File: src/rtl/pict_pkg.sv
package pict_pkg;

  typedef enum logic [2:0] {
    PM_TERM_INT  = 3'd0,
    PM_ONESHOT   = 3'd1,
    PM_RATE      = 3'd2,
    PM_SQUARE    = 3'd3,
    PM_SW_STROBE = 3'd4,
    PM_HW_STROBE = 3'd5
  } pict_mode_e;

  // Codes 6 and 7 alias onto the rate and square modes.
  function automatic pict_mode_e fold_mode(input logic [2:0] code);
    if (code[2:1] == 2'b11) return pict_mode_e'({1'b0, code[1:0]});
    return pict_mode_e'(code);
  endfunction

  // Modes in which a rising gate edge restarts the count.
  function automatic logic gate_restarts(input pict_mode_e m);
    return (m == PM_ONESHOT) || (m == PM_RATE) ||
           (m == PM_SQUARE)  || (m == PM_HW_STROBE);
  endfunction

endpackage

File: src/rtl/pict_cfg.sv
module pict_cfg
  import pict_pkg::*;
#(
  parameter int CNT_W    = 16,
  parameter int CHAN_IDX = 0,
  localparam int FW      = CNT_W + 1
) (
  input  logic             clk,
  input  logic             rst,
  input  logic             ld,
  input  logic [CNT_W-1:0] ld_count,
  input  logic [2:0]       ld_mode,
  input  logic             ld_bcd,
  input  logic             gate_in,
  output logic [FW-1:0]    count_q,
  output logic [FW-1:0]    nxt_count,
  output pict_mode_e       mode_n_q,
  output pict_mode_e       nxt_mode_n,
  output logic [2:0]       mode_raw_q,
  output logic             bcd_q,
  output logic             restart
);

  localparam logic [FW-1:0] FULL_RANGE = FW'(1) << CNT_W;
  localparam logic          GATE_RST   = (CHAN_IDX != 2);

  logic gate_q;

  always_comb begin
    nxt_count  = count_q;
    nxt_mode_n = mode_n_q;
    if (ld) begin
      nxt_count  = (ld_count == '0) ? FULL_RANGE : {1'b0, ld_count};
      nxt_mode_n = fold_mode(ld_mode);
    end
  end

  assign restart = ld | (gate_in & ~gate_q & gate_restarts(mode_n_q));

  always_ff @(posedge clk) begin
    if (rst) begin
      count_q    <= FULL_RANGE;
      mode_n_q   <= PM_SQUARE;
      mode_raw_q <= 3'd3;
      bcd_q      <= 1'b0;
      gate_q     <= GATE_RST;
    end else begin
      count_q  <= nxt_count;
      mode_n_q <= nxt_mode_n;
      gate_q   <= gate_in;
      if (ld) begin
        mode_raw_q <= ld_mode;
        bcd_q      <= ld_bcd;
      end
    end
  end

  a_r2_count_nonzero: assert property (@(posedge clk) disable iff (rst)
    count_q != '0);

  a_r10_mode_folded: assert property (@(posedge clk) disable iff (rst)
    logic'(mode_n_q[2:1] != 2'b11));

endmodule

File: src/rtl/pict_elapsed.sv
module pict_elapsed #(
  parameter int CNT_W = 16,
  localparam int FW   = CNT_W + 1
) (
  input  logic             clk,
  input  logic             rst,
  input  logic             restart,
  input  logic             tick,
  input  logic [FW-1:0]    count_q,
  input  logic [CNT_W-1:0] nxt_count_lo,
  output logic [FW-1:0]    d_q,
  output logic [FW-1:0]    ph_q,
  output logic [CNT_W-1:0] dn_q,
  output logic [FW-1:0]    nxt_d,
  output logic [FW-1:0]    nxt_ph,
  output logic [CNT_W-1:0] nxt_dn
);

  // d: elapsed clocks, saturating; ph: position in period; dn: wrapping down count
  always_comb begin
    nxt_d  = d_q;
    nxt_ph = ph_q;
    nxt_dn = dn_q;
    if (restart) begin
      nxt_d  = '0;
      nxt_ph = '0;
      nxt_dn = nxt_count_lo;
    end else if (tick) begin
      nxt_d  = (&d_q) ? d_q : d_q + FW'(1);
      nxt_ph = (ph_q + FW'(1) == count_q) ? '0 : ph_q + FW'(1);
      nxt_dn = dn_q - CNT_W'(1);
    end
  end

  always_ff @(posedge clk) begin
    if (rst) begin
      d_q  <= '0;
      ph_q <= '0;
      dn_q <= '0;
    end else begin
      d_q  <= nxt_d;
      ph_q <= nxt_ph;
      dn_q <= nxt_dn;
    end
  end

  a_r11_restart_zero: assert property (@(posedge clk) disable iff (rst)
    restart |=> (d_q == '0) && (ph_q == '0));

  a_r6_phase_in_period: assert property (@(posedge clk) disable iff (rst)
    ph_q < count_q);

  a_r9_down_step: assert property (@(posedge clk) disable iff (rst)
    (tick && !restart) |=> dn_q == $past(dn_q) - CNT_W'(1));

endmodule

File: src/rtl/pict_decode.sv
module pict_decode
  import pict_pkg::*;
#(
  parameter int CNT_W = 16,
  localparam int FW   = CNT_W + 1
) (
  input  logic             clk,
  input  logic             rst,
  input  pict_mode_e       mode,
  input  logic [FW-1:0]    count,
  input  logic [FW-1:0]    d,
  input  logic [FW-1:0]    ph,
  input  logic [CNT_W-1:0] dn,
  output logic             out_q,
  output logic [CNT_W-1:0] rd_q
);

  logic [FW:0]       cnt_x, half, two_p, wrap, sq_full;
  logic [FW-1:0]     rate_full;
  logic              out_nxt;
  logic [CNT_W-1:0]  rd_nxt;
  logic              unused_hi;

  always_comb begin
    cnt_x     = {1'b0, count};
    half      = (cnt_x + (FW+1)'(1)) >> 1;
    two_p     = {ph, 1'b0};
    wrap      = (two_p >= cnt_x) ? two_p - cnt_x : two_p;
    sq_full   = cnt_x - wrap;
    rate_full = count - ph;
    unique case (mode)
      PM_TERM_INT: out_nxt = (d >= count);
      PM_ONESHOT:  out_nxt = (d < count);
      PM_RATE:     out_nxt = (ph == '0) && (d != '0);
      PM_SQUARE:   out_nxt = ({1'b0, ph} < half);
      default:     out_nxt = (d == count);
    endcase
    unique case (mode)
      PM_RATE:   rd_nxt = rate_full[CNT_W-1:0];
      PM_SQUARE: rd_nxt = sq_full[CNT_W-1:0];
      default:   rd_nxt = dn;
    endcase
  end

  assign unused_hi = ^{sq_full[FW:CNT_W], rate_full[FW-1]};

  always_ff @(posedge clk) begin
    if (rst) begin
      out_q <= 1'b1;
      rd_q  <= '0;
    end else begin
      out_q <= out_nxt;
      rd_q  <= rd_nxt;
    end
  end

endmodule

File: src/rtl/pict_channel.sv
module pict_channel
  import pict_pkg::*;
#(
  parameter int CNT_W    = 16,
  parameter int CHAN_IDX = 0
) (
  input  logic             clk,
  input  logic             rst,
  input  logic             cnt_en,
  input  logic             gate_in,
  input  logic             load_strobe,
  input  logic [CNT_W-1:0] load_count,
  input  logic [2:0]       load_mode,
  input  logic             load_bcd,
  output logic             timer_out,
  output logic [CNT_W-1:0] count_rd,
  output logic [2:0]       mode_o,
  output logic             bcd_o
);

  localparam int FW = CNT_W + 1;

  logic [FW-1:0]    count_q, nxt_count;
  pict_mode_e       mode_n_q, nxt_mode_n;
  logic             restart;
  logic [FW-1:0]    d_q, ph_q, nxt_d, nxt_ph;
  logic [CNT_W-1:0] dn_q, nxt_dn;

  pict_cfg #(.CNT_W(CNT_W), .CHAN_IDX(CHAN_IDX)) cfg_i (
    .clk(clk), .rst(rst), .ld(load_strobe), .ld_count(load_count),
    .ld_mode(load_mode), .ld_bcd(load_bcd), .gate_in(gate_in),
    .count_q(count_q), .nxt_count(nxt_count), .mode_n_q(mode_n_q),
    .nxt_mode_n(nxt_mode_n), .mode_raw_q(mode_o), .bcd_q(bcd_o),
    .restart(restart)
  );

  pict_elapsed #(.CNT_W(CNT_W)) elapsed_i (
    .clk(clk), .rst(rst), .restart(restart), .tick(cnt_en),
    .count_q(count_q), .nxt_count_lo(nxt_count[CNT_W-1:0]),
    .d_q(d_q), .ph_q(ph_q), .dn_q(dn_q),
    .nxt_d(nxt_d), .nxt_ph(nxt_ph), .nxt_dn(nxt_dn)
  );

  pict_decode #(.CNT_W(CNT_W)) decode_i (
    .clk(clk), .rst(rst), .mode(nxt_mode_n), .count(nxt_count),
    .d(nxt_d), .ph(nxt_ph), .dn(nxt_dn),
    .out_q(timer_out), .rd_q(count_rd)
  );

  a_r3_m0_sticky: assert property (@(posedge clk) disable iff (rst)
    (mode_n_q == PM_TERM_INT && timer_out && !load_strobe) |=> timer_out);

  a_r7_strobe_once: assert property (@(posedge clk) disable iff (rst)
    ((mode_n_q == PM_SW_STROBE || mode_n_q == PM_HW_STROBE) &&
     timer_out && cnt_en && !restart) |=> !timer_out);

  a_r5_rate_pulse: assert property (@(posedge clk) disable iff (rst)
    (mode_n_q == PM_RATE && count_q > FW'(1) && timer_out && cnt_en &&
     !restart) |=> !timer_out);

  a_r8_gate_ignored_m04: assert property (@(posedge clk) disable iff (rst)
    ((mode_n_q == PM_TERM_INT || mode_n_q == PM_SW_STROBE) &&
     !load_strobe && !cnt_en) |=> $stable(d_q));

endmodule

File: config.mk
export PLATFORM = sky130hd
export DESIGN_NAME = pict_channel
export DESIGN_NICKNAME = d
export VERILOG_FILES = /design/src/rtl/pict_pkg.sv /design/src/rtl/pict_cfg.sv /design/src/rtl/pict_elapsed.sv /design/src/rtl/pict_decode.sv /design/src/rtl/pict_channel.sv
export SDC_FILE = /design/constraint.sdc
export NUM_CORES = 1
export LEC_CHECK = 0
export ABC_AREA = 1
export BUFFER_PORTS_ARGS = -buffer_cell sky130_fd_sc_hd__buf_2
export CAP_MARGIN = 20
export CORE_ASPECT_RATIO = 0.5
export CORE_MARGIN = 4
export CORE_UTILIZATION = 30
export CTS_BUF_LIST = sky130_fd_sc_hd__clkbuf_8
export DETAILED_ROUTE_END_ITERATION = 6
export SYNTH_ARGS = -nofsm -noshare
export SYNTH_HDL_FRONTEND = slang
export SYNTH_HIERARCHICAL = 1
export SYNTH_SLANG_ARGS = --single-unit
File: constraint.sdc
create_clock -name clk -period 5.8 [get_ports clk]
set_input_delay 1.16 -clock clk [delete_from_list [all_inputs] [get_ports clk]]
set_output_delay 1.16 -clock clk [all_outputs]
set_load 0.1 [all_outputs]
* Word level (Yosys, flattened, before mapping)
Index checks and enable logic that the tools add are counted.
** Word-level totals
- Register bits after elaboration :: 92
- Input bits :: 25
- Output and inout port bits :: 21
- Word-level logic and storage cells :: 62
** Operators by class
- $add $sub $neg :: 7
- Order comparisons :: 4
- Equality and inequality tests :: 10
- Multiplexer cells :: 18
- Bitwise operators :: 4
- Reduce and logical (&&, ||, !) cells :: 9
** Operator list (number)
- $mux 17 :: 8
- $mux 16 :: 3
- $sub 16x16->16 :: 3
- $add 17x1->17 const B :: 2
- $eq 17x17->1 :: 2
- $lt 17x17->1 :: 2
- $pmux 16 s2 :: 1
- $add 17x1->18 const B :: 1
- $ge 18x17->1 :: 1
- $ge 17x17->1 :: 1
- $logic_not 17->1 :: 1
- $reduce_and 17->1 :: 1
- $reduce_bool 17->1 :: 1
- $logic_not 16->1 :: 1
- $sub 16x1->16 const B :: 1
- $eq 3x2->1 const B :: 4
- $mux 3 :: 3
- $eq 3x1->1 const B :: 2
- $pmux 1 s4 :: 1
- $eq 3x3->1 const B :: 1
- $logic_not 3->1 :: 1
- $logic_or 1x1->1 :: 3
- $and 1x1->1 :: 2
- $eq 2x2->1 const B :: 1
- other kinds (4) :: 5

* Logic depth before layout (Yosys ltp)
Gate-level depths: netlist (run 1).
- Depth in word-level cells :: 11
- Depth in mapped cells :: 44
- Depth with buffers taken out :: 41

* Modules after synthesis
The synthesis (run 1) kept the hierarchy.
** By module, submodules not included
- pict_decode :: times used 1, cells an instance 585, area an instance 3731.1 um2, sequential area each 340.3 um2
- pict_elapsed :: times used 1, cells an instance 627, area an instance 3587.2 um2, sequential area each 1001.0 um2
- pict_cfg :: times used 1, cells an instance 142, area an instance 999.7 um2, sequential area each 500.5 um2

* Worst setup path after synthesis (run 1)
No wires, ideal clock.
- Path kind :: input to register
- Start point :: input cnt_en
- End point :: register decode_i.rd_q[12]
- Setup time :: 0.056 ns
- Arrival time :: 5.093 ns
- Data required time :: 5.744 ns
- Setup slack :: 0.652 ns
- Stages on the path :: 29
- Buffers on the path :: 5
- Cells stage by stage :: buf_4 > inv_1 > clkbuf_1 > clkbuf_1 > a21oi_1 > nand2_1 > inv_1 > ha_1 > nand2_2 > inv_1 > a21oi_1 > nand3_2 > nand2_2 > nand2_2 > buf_6 > buf_6 > o211ai_1 > o21ai_1 > fa_1 > nand3_1 > nand2_1 > a21boi_2 > o21ai_1 > a21boi_1 > o21ai_1 > or2_0 > nand3_1 > nand2_1 > inv_1
** Between the ends
- Longest elaborated chain between the ends :: 6
- Elaborated cells between the ends (all ways) :: 10
- Classes of those cells :: 3 x add/sub; 1 x order compare; 6 x mux
** RTL lines
- start, declared :: line pict_channel.sv:9 : input logic cnt_en,
- $mux 17 * :: line pict_elapsed.sv:28 : end else if (tick) begin
- $mux 17 * :: line pict_elapsed.sv:24 : if (restart) begin
- net nxt_ph[8] :: line pict_channel.sv:26 : logic [FW-1:0] d_q, ph_q, nxt_d, nxt_ph;
- $sub 16x16->16 or $ge 18x17->1 (tied branches) :: line pict_decode.sv:28 : wrap = (two_p >= cnt_x) ? two_p - cnt_x : two_p;
- $mux 16 :: line pict_decode.sv:28
- $sub 16x16->16 :: line pict_decode.sv:29 : sq_full = cnt_x - wrap;
- $pmux 16 s2 * :: line pict_decode.sv:38 : unique case (mode)
- end signal, assigned :: line pict_decode.sv:53 : rd_q <= rd_nxt;
- end, declared :: line pict_decode.sv:15 : output logic [CNT_W-1:0] rd_q
Mark *: on every way through the listed nets, which the timed path passes. The rest lies on a longest branch.
A chain may end at the register's enable or synchronous reset.

* Final worst setup path (run 1)
- Start point :: register elapsed_i.ph_q[1]
- End point :: register decode_i.rd_q[12]
** Between the ends
- Longest elaborated chain between the ends :: 9
- Elaborated cells between the ends (all ways) :: 11
- Classes of those cells :: 4 x add/sub; 1 x order compare; 1 x eq/ne; 5 x mux
** RTL lines
- start, declared :: line pict_elapsed.sv:12 : output logic [FW-1:0] ph_q,
- start signal, assigned :: line pict_elapsed.sv:42 : ph_q <= nxt_ph;
- $add 17x1->17 * :: line pict_elapsed.sv:30 : nxt_ph = (ph_q + FW'(1) == count_q) ? '0 : ph_q + FW'(1);
- $eq 17x17->1 :: line pict_elapsed.sv:30
- $mux 17 * :: line pict_elapsed.sv:30
- $mux 17 * :: line pict_elapsed.sv:28
- $mux 17 * :: line pict_elapsed.sv:24
- net nxt_ph[8] :: line pict_channel.sv:26
- $sub 16x16->16 or $ge 18x17->1 (tied branches) :: line pict_decode.sv:28
- $mux 16 :: line pict_decode.sv:28
- $sub 16x16->16 :: line pict_decode.sv:29
- $pmux 16 s2 * :: line pict_decode.sv:38
Marks and branches as above.

==> results.toml, run 1 <==
[logic_synthesis]
synth_edf_count = 0
ys_async_sr_fraction_pct = 0
yosysTopAreaCellShare_pct = 22.1
yosysWarningCount = 6
netlist_instances = 1354
ys_seq_area_share_pct = 22.1
synth_area_leaders = "dfxtp_1 (22%), nand2_1 (18%), ha_1 (10%)"
synth.avg_cell_area_sq_um = 6.14
ys.flop_type = "dfxtp_1"
synth_area_sq_um = 8320
syn_nets = 1450
synth_seq_cells = 92
synth_top_area_cell = "dfxtp_1"
ys_types = 53

[worst_setup_path]
cp-startpoint = "elapsed_i/ph_q[1]"
crit_path_end_kind = "flop"
cp-start-kind = "flop"
crit_required_ps = 6150
r2r_start = "elapsed_i/ph_q[1]"
endpoint = "decode_i/rd_q[12]"
cp_common_cell = "nand2_1"
cp_slowest_stage_delay_ps = 390
rrSetupSlack_ps = 530
reg2reg_to = "decode_i/rd_q[12]"
arrival_ps = 5620
r2r_cells = 38
crit_path_max_fanout = 14
crit_path_top_delay_cell = "ha_1"
crit_type = "reg -> reg"

[sta]
fmaxAchievable_mhz = 190
tns_ps = 0
tightest_slew_ps = 623
fin_skew_ps = 10.3
grt_setup_unrepaired = "no"
min_period_ps = 5270
slew_violations = 0
period_share_pct = 90.8
setup_ws_ps = 534
finalSetupViolCount = 0
slew-limit-headroom_pct = 58.5
hold_violations = 0

[cts]
cts_hold_buf = 0
clock_latency_ps = 400
cts_buffers = 9
clk_path_buf_depth = 2
clk_pin_slew_worst_paths_ps = 100
root_buffer = "clkbuf_8"
cts_tree = "built"
ctsHtreeMaxLevel = 3
cts_num_sinks = 92

[global_routing]
grt_max_degree = 47
grt_pass1_vias = 7817
grt_pass1_wl_microns = 42100
grt_usage_pct = 17.1
overflow = 0
antenna_found_initial = 0

[cells_and_area]
drive_gt1_share_pct = 11.1
n_fill_cell = 2990
fin_util_pct = 35.3
layout.nets = 1517
antenna_cells = 0
areaGrowthSynthToFinish_pct = 14.1

[placement]
io_buffers = 45
place_hpwl_microns = 21500
dp_slack_ps = 492
gp_congestion = 0.939

[floorplanning]
boundaryPins = 46
row_count = 42
core-area_sq_um = 26900
die-area_sq_um = 30600
start_util_pct = 31.0
die_h_microns = 126
dieWidth_microns = 243

[route]
vias_per_cell = 4.80
vias = 8644
wirelength_microns = 26900
drc = 0
firstDrtPassIters = 5
final_antenna_net_count = 0
first_iter_violations = 718
post_drt_wl_per_cell_microns = 14.9

[power_and_ir_drop]
powerDensity_nw_per_um2 = 225
power_leakage_nw = 4.83
vdd_ir_drop_max_mv = 0.180

[run_status]
status = "complete, no violations"

[job]
maxCapViolCount = 0

[hold_path]
hold_path_class = "reg -> reg"
[power breakdown]
part | internal, mW | leakage (nW) | switching [mW]
sequential | 0.675 | 0.756 | 0.0284
combinational | 0.274 | 3.95 | 0.610
clock | 0.298 | 0.122 | 0.255
total | 1.25 | 4.83 | 0.893
[repair_timing]
item / 4_1_cts / 5_1_grt
setup endpoints to repair: 0 / 7
resized for setup: 0 / 8
setup buffers: 0 / 0
[routing by layer]
metal / track usage [%] / wire [microns]
met2: 25.7 / 11000
met3: 2.66 / 1620
met4: 3.42 / 371
met5: 0 / 0
met1: 25.9 / 13800
[cell usage in the layout, fill, tap and decap left out, types with 3 or more instances in the layout]
cell	count
o211ai_1	11
a21o_1	4
nand4_1	20
inv_2	7
nor4_1	11
a21oi_1	95
nand3b_1	10
a2bb2oi_1	4
buf_4	45
nand3_2	6
nor2_4	6
xnor2_1	16
nor2_1	150
clkbuf_8	10
bufinv_16	3
nand3_1	83
a211oi_1	3
nand2_2	6
o21ai_0	48
buf_2	45
or2_2	4
nor2_2	7
inv_1	176
nor3_1	13
dfxtp_1	92
o21bai_1	4
o21ai_1	14
nand2_1	390
xor2_1	34
a31oi_1	4
ha_1	68
[synth_stat cells, drive strengths merged (8+ instances only)]
library cell	count
a21oi	97
buf	18
clkbuf	18
dfxtp	92
ha	69
inv	183
nand2	397
nand3	90
nand3b	10
nand4	21
nor2	163
nor3	14
nor4	13
o211ai	11
o21ai	62
or2	8
xnor2	16
xor2	34
[area by class of cell]
cell class	instances	area [sq um]	share of cell area, %
sequential	92	1840	19.4
timing repair buffer	91	583	6.14
inverter	185	694	7.32
multi-input combinational	1042	5660	59.6
clock buffer	10	138	1.45
tap	374	468	4.93
clock inverter	6	111	1.17
[registers in the layout, indices dropped and copies added (netlist names), 3 cells and up]
signal,count
elapsed_i/ph_q,17
elapsed_i/d_q,17
cfg_i/count_q,17
decode_i/rd_q,16
cfg_i/mode_n_q,3
cfg_i/mode_raw_q,3
elapsed_i/dn_q,16
[critical path: cells and delay by family, from the launching register on]
kind / cells / cell delay, ps
and+or+nand+nor: 25 / 2590
DFF: 1 / 360
buffers and inverters: 4 / 260
AOI/OAI and AO/OA: 5 / 660
adders and majority gates: 4 / 1320
[cell families after synthesis]
group	Yosys count	synth area share [%]
buf+inv	221	10.6
mux	2	0.241
flops	92	22.1
compound gates	198	13.3
fa+ha+maj	71	10.9
simple gates	720	37.5
xor+xnor	50	5.26
[worst min path at each step]
stage | slack [ps] | from | endpoint | cells after the start
after detailed placement | 440 | cfg_i/mode_raw_q[1] | cfg_i/mode_raw_q[1] | 2
after global placement | 440 | cfg_i/mode_raw_q[1] | cfg_i/mode_raw_q[1] | 2
final | 460 | cfg_i/mode_raw_q[1] | cfg_i/mode_raw_q[1] | 2
after CTS | 460 | cfg_i/mode_raw_q[1] | cfg_i/mode_raw_q[1] | 2
after global routing | 490 | cfg_i/mode_raw_q[1] | cfg_i/mode_raw_q[1] | 2
after floorplan | 440 | cfg_i/mode_n_q[0] | cfg_i/mode_n_q[0] | 2
[stage by stage]
step | instances | area, sq um | total power [mW] | hold WS (ps)
floorplan | 1354 | 8320 | 1.37 | 442
global placement | 1783 | 9190 | 1.59 | 437
detailed placement | 1783 | 9190 | 1.58 | 440
CTS | 1799 | 9440 | 2.14 | 464
global route | 1800 | 9490 | 2.28 | 490
finish | 1800 | 9490 | 2.14 | 464
Power figures use the tool's default switching activity.
==> run 2, diff against run 1 <==
--- a/config.mk
+++ b/config.mk
@@ -12,6 +12,7 @@
 export CORE_MARGIN = 4
 export CORE_UTILIZATION = 30
 export CTS_BUF_LIST = sky130_fd_sc_hd__clkbuf_8
+export CTS_CLUSTER_DIAMETER = 100
 export DETAILED_ROUTE_END_ITERATION = 6
 export SYNTH_ARGS = -nofsm -noshare
 export SYNTH_HDL_FRONTEND = slang
==> constraint.sdc (replaced) <==
create_clock -name clk -period 5.4 [get_ports clk]
set_input_delay 1.08 -clock clk [delete_from_list [all_inputs] [get_ports clk]]
set_output_delay 1.08 -clock clk [all_outputs]
set_load 0.1 [all_outputs]
==> results.toml, run 2 (synthesized netlist as in run 1, its figures left out) <==
[sta]
grt_setup_unrepaired = "yes"
fin_skew_ps = 7.05
finalSetupViolCount = 0
fmaxAchievable_mhz = 200
min_period_ps = 4990
hold_ws_ps = 468
hold_violations = 0
slew-limit-headroom_pct = 58.6
tightest_slew_ps = 622
slew_violations = 0
setup_ws_ps = 409
period_share_pct = 92.4

[run_status]
status = "complete, no violations"

[worst_setup_path]
cp-startpoint = "elapsed_i/ph_q[8]"
rrSetupSlack_ps = 410
r2r_cells = 37
reg2reg_to = "decode_i/rd_q[13]"
cp-start-kind = "flop"
endpoint = "decode_i/rd_q[13]"
crit_path_end_kind = "flop"
r2r_start = "elapsed_i/ph_q[8]"
crit_path_max_fanout = 8
crit_type = "reg -> reg"
arrival_ps = 5340
cp_slowest_stage_delay_ps = 400
cp_common_cell = "nand2_1"
crit_path_top_delay_cell = "dfxtp_1"
crit_required_ps = 5740

[power_and_ir_drop]
powerDensity_nw_per_um2 = 237
p_int_mw = 1.40
switching_share_pct = 41.4
vdd_ir_drop_max_mv = 0.124
pwr-share-comb_pct = 43.9
switching_power_mw = 0.985
power_frac_clock_pct = 24.4
pwr-share-seq_pct = 31.8
power_leakage_nw = 5.05

[cells_and_area]
drive_gt1_share_pct = 16.6
areaGrowthSynthToFinish_pct = 20.8
layout.nets = 1561
final_area_sq_um = 10100
multi_input_area_sq_um = 5880
finalNonFillerCells = 1844
final_common_cell = "nand2_1"
n_fill_cell = 2875
most-common-layout-cells = "nand2_1 (384), inv_1 (173), nor2_1 (147), a21oi_1 (91), buf_4 (87)"
register_area_sq_um = 1850
top_regs = "cfg_i/count_q x17, elapsed_i/d_q x17, elapsed_i/ph_q x17"
antenna_cells = 0
fin_util_pct = 37.4

[global_routing]
grt_max_degree = 36
antenna_found_initial = 0
grt_pass1_vias = 7913
grt_usage_pct = 16.8
grt_pass1_wl_microns = 41700
overflow = 0

[cts]
cts_hold_buf = 0
clk_path_buf_depth = 2
root_buffer = "clkbuf_8"
clk_pin_slew_worst_paths_ps = 100
clock_latency_ps = 390
ctsHtreeMaxLevel = 3
cts_tree = "built"
cts_buffers = 9
cts_num_sinks = 92

[route]
vias = 8687
vias_per_cell = 4.71
post_drt_wl_per_cell_microns = 14.5
first_iter_violations = 706
firstDrtPassIters = 7
final_antenna_net_count = 0
wirelength_microns = 26700
drc = 0

[placement]
place_hpwl_microns = 21200
placed_area_sq_um = 9410
gp_congestion = 0.920
io_buffers = 45
dp_slack_ps = 23.0
placed_cells = 1814

[floorplanning]
row_count = 42
start_util_pct = 31.0
dieWidth_microns = 243
boundaryPins = 46
die_h_microns = 126
die-area_sq_um = 30600
core-area_sq_um = 26900

[hold_path]
hold_path_class = "reg -> reg"

[job]
maxCapViolCount = 0
## run 2: final cells by class
class | instances | share of cell area [%]
Inverter | 185 | 6.93
Clock buffer | 9 | 1.23
Clock inverter | 7 | 1.22
Sequential cell | 92 | 18.4
Multi-Input combinational cell | 1042 | 58.5
Tap cell | 374 | 4.66
Timing Repair Buffer | 135 | 9.07
## run 2: through the flow
step | power [mW] | TNS, ps
3_3_place_gp | 1.75 | 0
5_1_grt | 2.53 | -110
6_report | 2.38 | 0
4_1_cts | 2.33 | 0
2_1_floorplan | 1.47 | 0
3_5_place_dp | 1.74 | 0
## run 2: per-layer routing
layer  global-route usage [%]  routed length (microns)
met1                     24.4                    13300
met2                     26.3                    11500
met3                     2.53                     1450
met4                     4.00                      414
met5                        0                        0
## run 2: worst max-delay path: cells and delay by family, from the launching register on
family	cells	cell delay, ps
adders and majority gates	2	590
DFF	1	400
AOI/OAI and AO/OA	8	1130
buffers and inverters	6	660
and+or+nand+nor	21	2180
## run 2: power by group through the flow
stage	combinational (mW)	sequential, mW	clock (mW)
2_1_floorplan	0.549	0.919	0
3_3_place_gp	0.975	0.770	0
3_5_place_dp	0.969	0.771	0
4_1_cts	0.977	0.756	0.595
5_1_grt	1.15	0.763	0.620
6_report	1.04	0.756	0.580
## run 2: what timing repair did
action | 4_1_cts | 5_1_grt
setup endpoints to repair | 0 | 11
setup buffers | 0 | 13
resized for setup | 0 | 74
## run 2: worst min-delay path by stage
stage	startpoint	to	slack [ps]	cells after the start
3_5_place_dp	cfg_i/mode_raw_q[0]	cfg_i/mode_raw_q[0]	450	2
2_1_floorplan	cfg_i/mode_n_q[0]	cfg_i/mode_n_q[0]	440	2
6_report	cfg_i/mode_raw_q[0]	cfg_i/mode_raw_q[0]	470	2
5_1_grt	cfg_i/mode_n_q[2]	cfg_i/mode_n_q[2]	520	2
3_3_place_gp	cfg_i/mode_raw_q[1]	cfg_i/mode_raw_q[1]	440	2
4_1_cts	cfg_i/mode_raw_q[0]	cfg_i/mode_raw_q[0]	470	2
==> run 3, diff against run 2 <==
--- a/config.mk
+++ b/config.mk
@@ -5,7 +5,6 @@
 export SDC_FILE = /design/constraint.sdc
 export NUM_CORES = 1
 export LEC_CHECK = 0
-export ABC_AREA = 1
 export BUFFER_PORTS_ARGS = -buffer_cell sky130_fd_sc_hd__buf_2
 export CAP_MARGIN = 20
 export CORE_ASPECT_RATIO = 0.5
==> results.toml, run 3 <==
[run_status]
status = "complete, but fails checks"
failed_checks = "negative setup slack"

[placement]
placed_cells = 1546
io_buffers = 45
placed_area_sq_um = 10100
place_hpwl_microns = 22100
gp_congestion = 0.929

[hold_path]
min_path_cells = 2
hold_path_class = "reg -> reg"

[logic_synthesis]
synth_area_leaders = "dfxtp_1 (23%), ha_1 (11%), xnor2_1 (6.0%)"
yosysWarningCount = 6
ys_seq_area_share_pct = 23.3
synth_most_common_cell = "dfxtp_1"
synth_seq_cells = 92
synth_edf_count = 0
yosysTopAreaCellShare_pct = 23.3
ys.flop_type = "dfxtp_1"
ys_async_sr_fraction_pct = 0
netlist_instances = 993
ys_types = 79
synth.avg_cell_area_sq_um = 7.96
synth_area_sq_um = 7900
syn_nets = 1089
synthTopCellsByCount = "dfxtp_1 (92), nand2_1 (82), nor2_1 (81)"
synth_top_area_cell = "dfxtp_1"

[floorplanning]
die-area_sq_um = 29200
boundaryPins = 46
core-area_sq_um = 25500
row_count = 41
die_h_microns = 123
dieWidth_microns = 237
start_util_pct = 30.9

[sta]
hold_violations = 0
slew_violations = 0
period_share_pct = 107
tightest_slew_ps = 710
fmaxAchievable_mhz = 173
finalSetupViolCount = 10
min_period_ps = 5780
setup_ws_ps = -380
fin_skew_ps = 18.2
slew-limit-headroom_pct = 52.7
tns_ps = -2590
grt_setup_unrepaired = "yes"

[cells_and_area]
antenna_cells = 0
most-common-layout-cells = "buf_4 (235), nand2_1 (82), dfxtp_1 (81), nor2_1 (79), ha_1 (64)"
finalNonFillerCells = 1586
drive_gt1_share_pct = 33.3
final_area_sq_um = 10800
fin_util_pct = 42.4
layout.nets = 1334
top_regs = "cfg_i/count_q x17, elapsed_i/d_q x17, elapsed_i/ph_q x17"
areaGrowthSynthToFinish_pct = 37.0
final_common_cell = "buf_4"

[route]
final_antenna_net_count = 0
first_iter_violations = 703
post_drt_wl_per_cell_microns = 17.9
firstDrtPassIters = 7
vias_per_cell = 5.24
wirelength_microns = 28400
vias = 8316
drc = 0

[cts]
cts_num_sinks = 92
cts_hold_buf = 0
cts_buffers = 9
clock_latency_ps = 400
root_buffer = "clkbuf_8"
ctsHtreeMaxLevel = 3
clk_pin_slew_worst_paths_ps = 110
clk_path_buf_depth = 2
cts_tree = "built"

[global_routing]
grt_max_degree = 54
overflow = 0
grt_usage_pct = 19.1
antenna_found_initial = 0
grt_pass1_wl_microns = 43900
grt_pass1_vias = 8003

[worst_setup_path]
crit_path_max_fanout = 9
arrival_ps = 6120
cp_slowest_stage_delay_ps = 380
cp-start-kind = "flop"
crit_required_ps = 5740
r2r_cells = 28
crit_path_top_delay_cell = "dfxtp_4"
crit_type = "reg -> reg"
crit_path_end_kind = "flop"
cp_common_cell = "a21oi_1"

[power_and_ir_drop]
finalPower_mw = 2.09
vdd_ir_drop_max_mv = 0.108
power_leakage_nw = 4.68
powerDensity_nw_per_um2 = 193

[job]
maxCapViolCount = 0
## run 3: logic make-up (layout without fill, tap and decap cells)
group                    count (synthesis)  count (layout)  share of synthesized area [%]
XOR/XNOR                                84              84                           9.31
buffers and inverters                   84             333                           4.43
AND/OR/NAND/NOR                        411             411                           27.8
adder cells (fa/ha/maj)                 71              71                           11.4
multiplexers                            39              39                           6.19
flip-flops                              92              92                           23.3
AO/OA/AOI/OAI                          212             212                           17.5
## run 3: layout make-up
| type | count | area [sq um] |
|---|---|---|
| Sequential cell | 92 | 1870 |
| Multi-Input combinational cell | 817 | 6140 |
| Inverter | 35 | 131 |
| Tap cell | 344 | 430 |
| Fill cell | 2523 | 14700 |
| Timing Repair Buffer | 283 | 2050 |
| Clock buffer | 9 | 124 |
| Clock inverter | 6 | 88.8 |
## run 3: per-stage QoR
step	setup WS, ps	hold WS, ps
6_report	-380	467
5_1_grt	-752	505
4_1_cts	-299	470
3_5_place_dp	-629	454
3_3_place_gp	-573	447
2_1_floorplan	-76.9	493
## run 3: worst paths after layout
kind / start / end / slack, ps
setup / recovery: elapsed_i/ph_q[4] / decode_i/rd_q[10] / -380
hold / removal: cfg_i/mode_raw_q[2] / cfg_i/mode_raw_q[2] / 470
setup reg to reg: elapsed_i/ph_q[4] / decode_i/rd_q[10] / -380
hold reg to reg: cfg_i/mode_raw_q[2] / cfg_i/mode_raw_q[2] / 470
## run 3: routing by layer
| layer | GRT usage [%] | wire length (microns) |
|---|---|---|
| met4 | 4.92 | 606 |
| met2 | 30.6 | 12400 |
| met3 | 2.81 | 1670 |
| met1 | 27.1 | 13600 |
| met5 | 0 | 0 |
## run 3: power breakdown
part / switching [mW] / internal [mW]
combinational: 0.484 / 0.317
clock: 0.286 / 0.259
sequential: 0.0315 / 0.715
total: 0.802 / 1.29
## run 3: worst max-delay path: cells and delay by family (launching register included)
kind                       cells  cell delay, ps
muxes                          1             340
adders and majority gates      2             670
AOI/OAI and AO/OA             13            2430
DFF                            1             380
and+or+nand+nor                8            1090
buffers and inverters          3             620
xor gates and xnor gates       1             170
## run 3: what timing repair did
action / in CTS / in global routing
setup buffers: 11 / 13
gates cloned: 0 / 1
setup endpoints to repair: 13 / 13
pin swaps: 17 / 20
gates resized for setup: 45 / 22
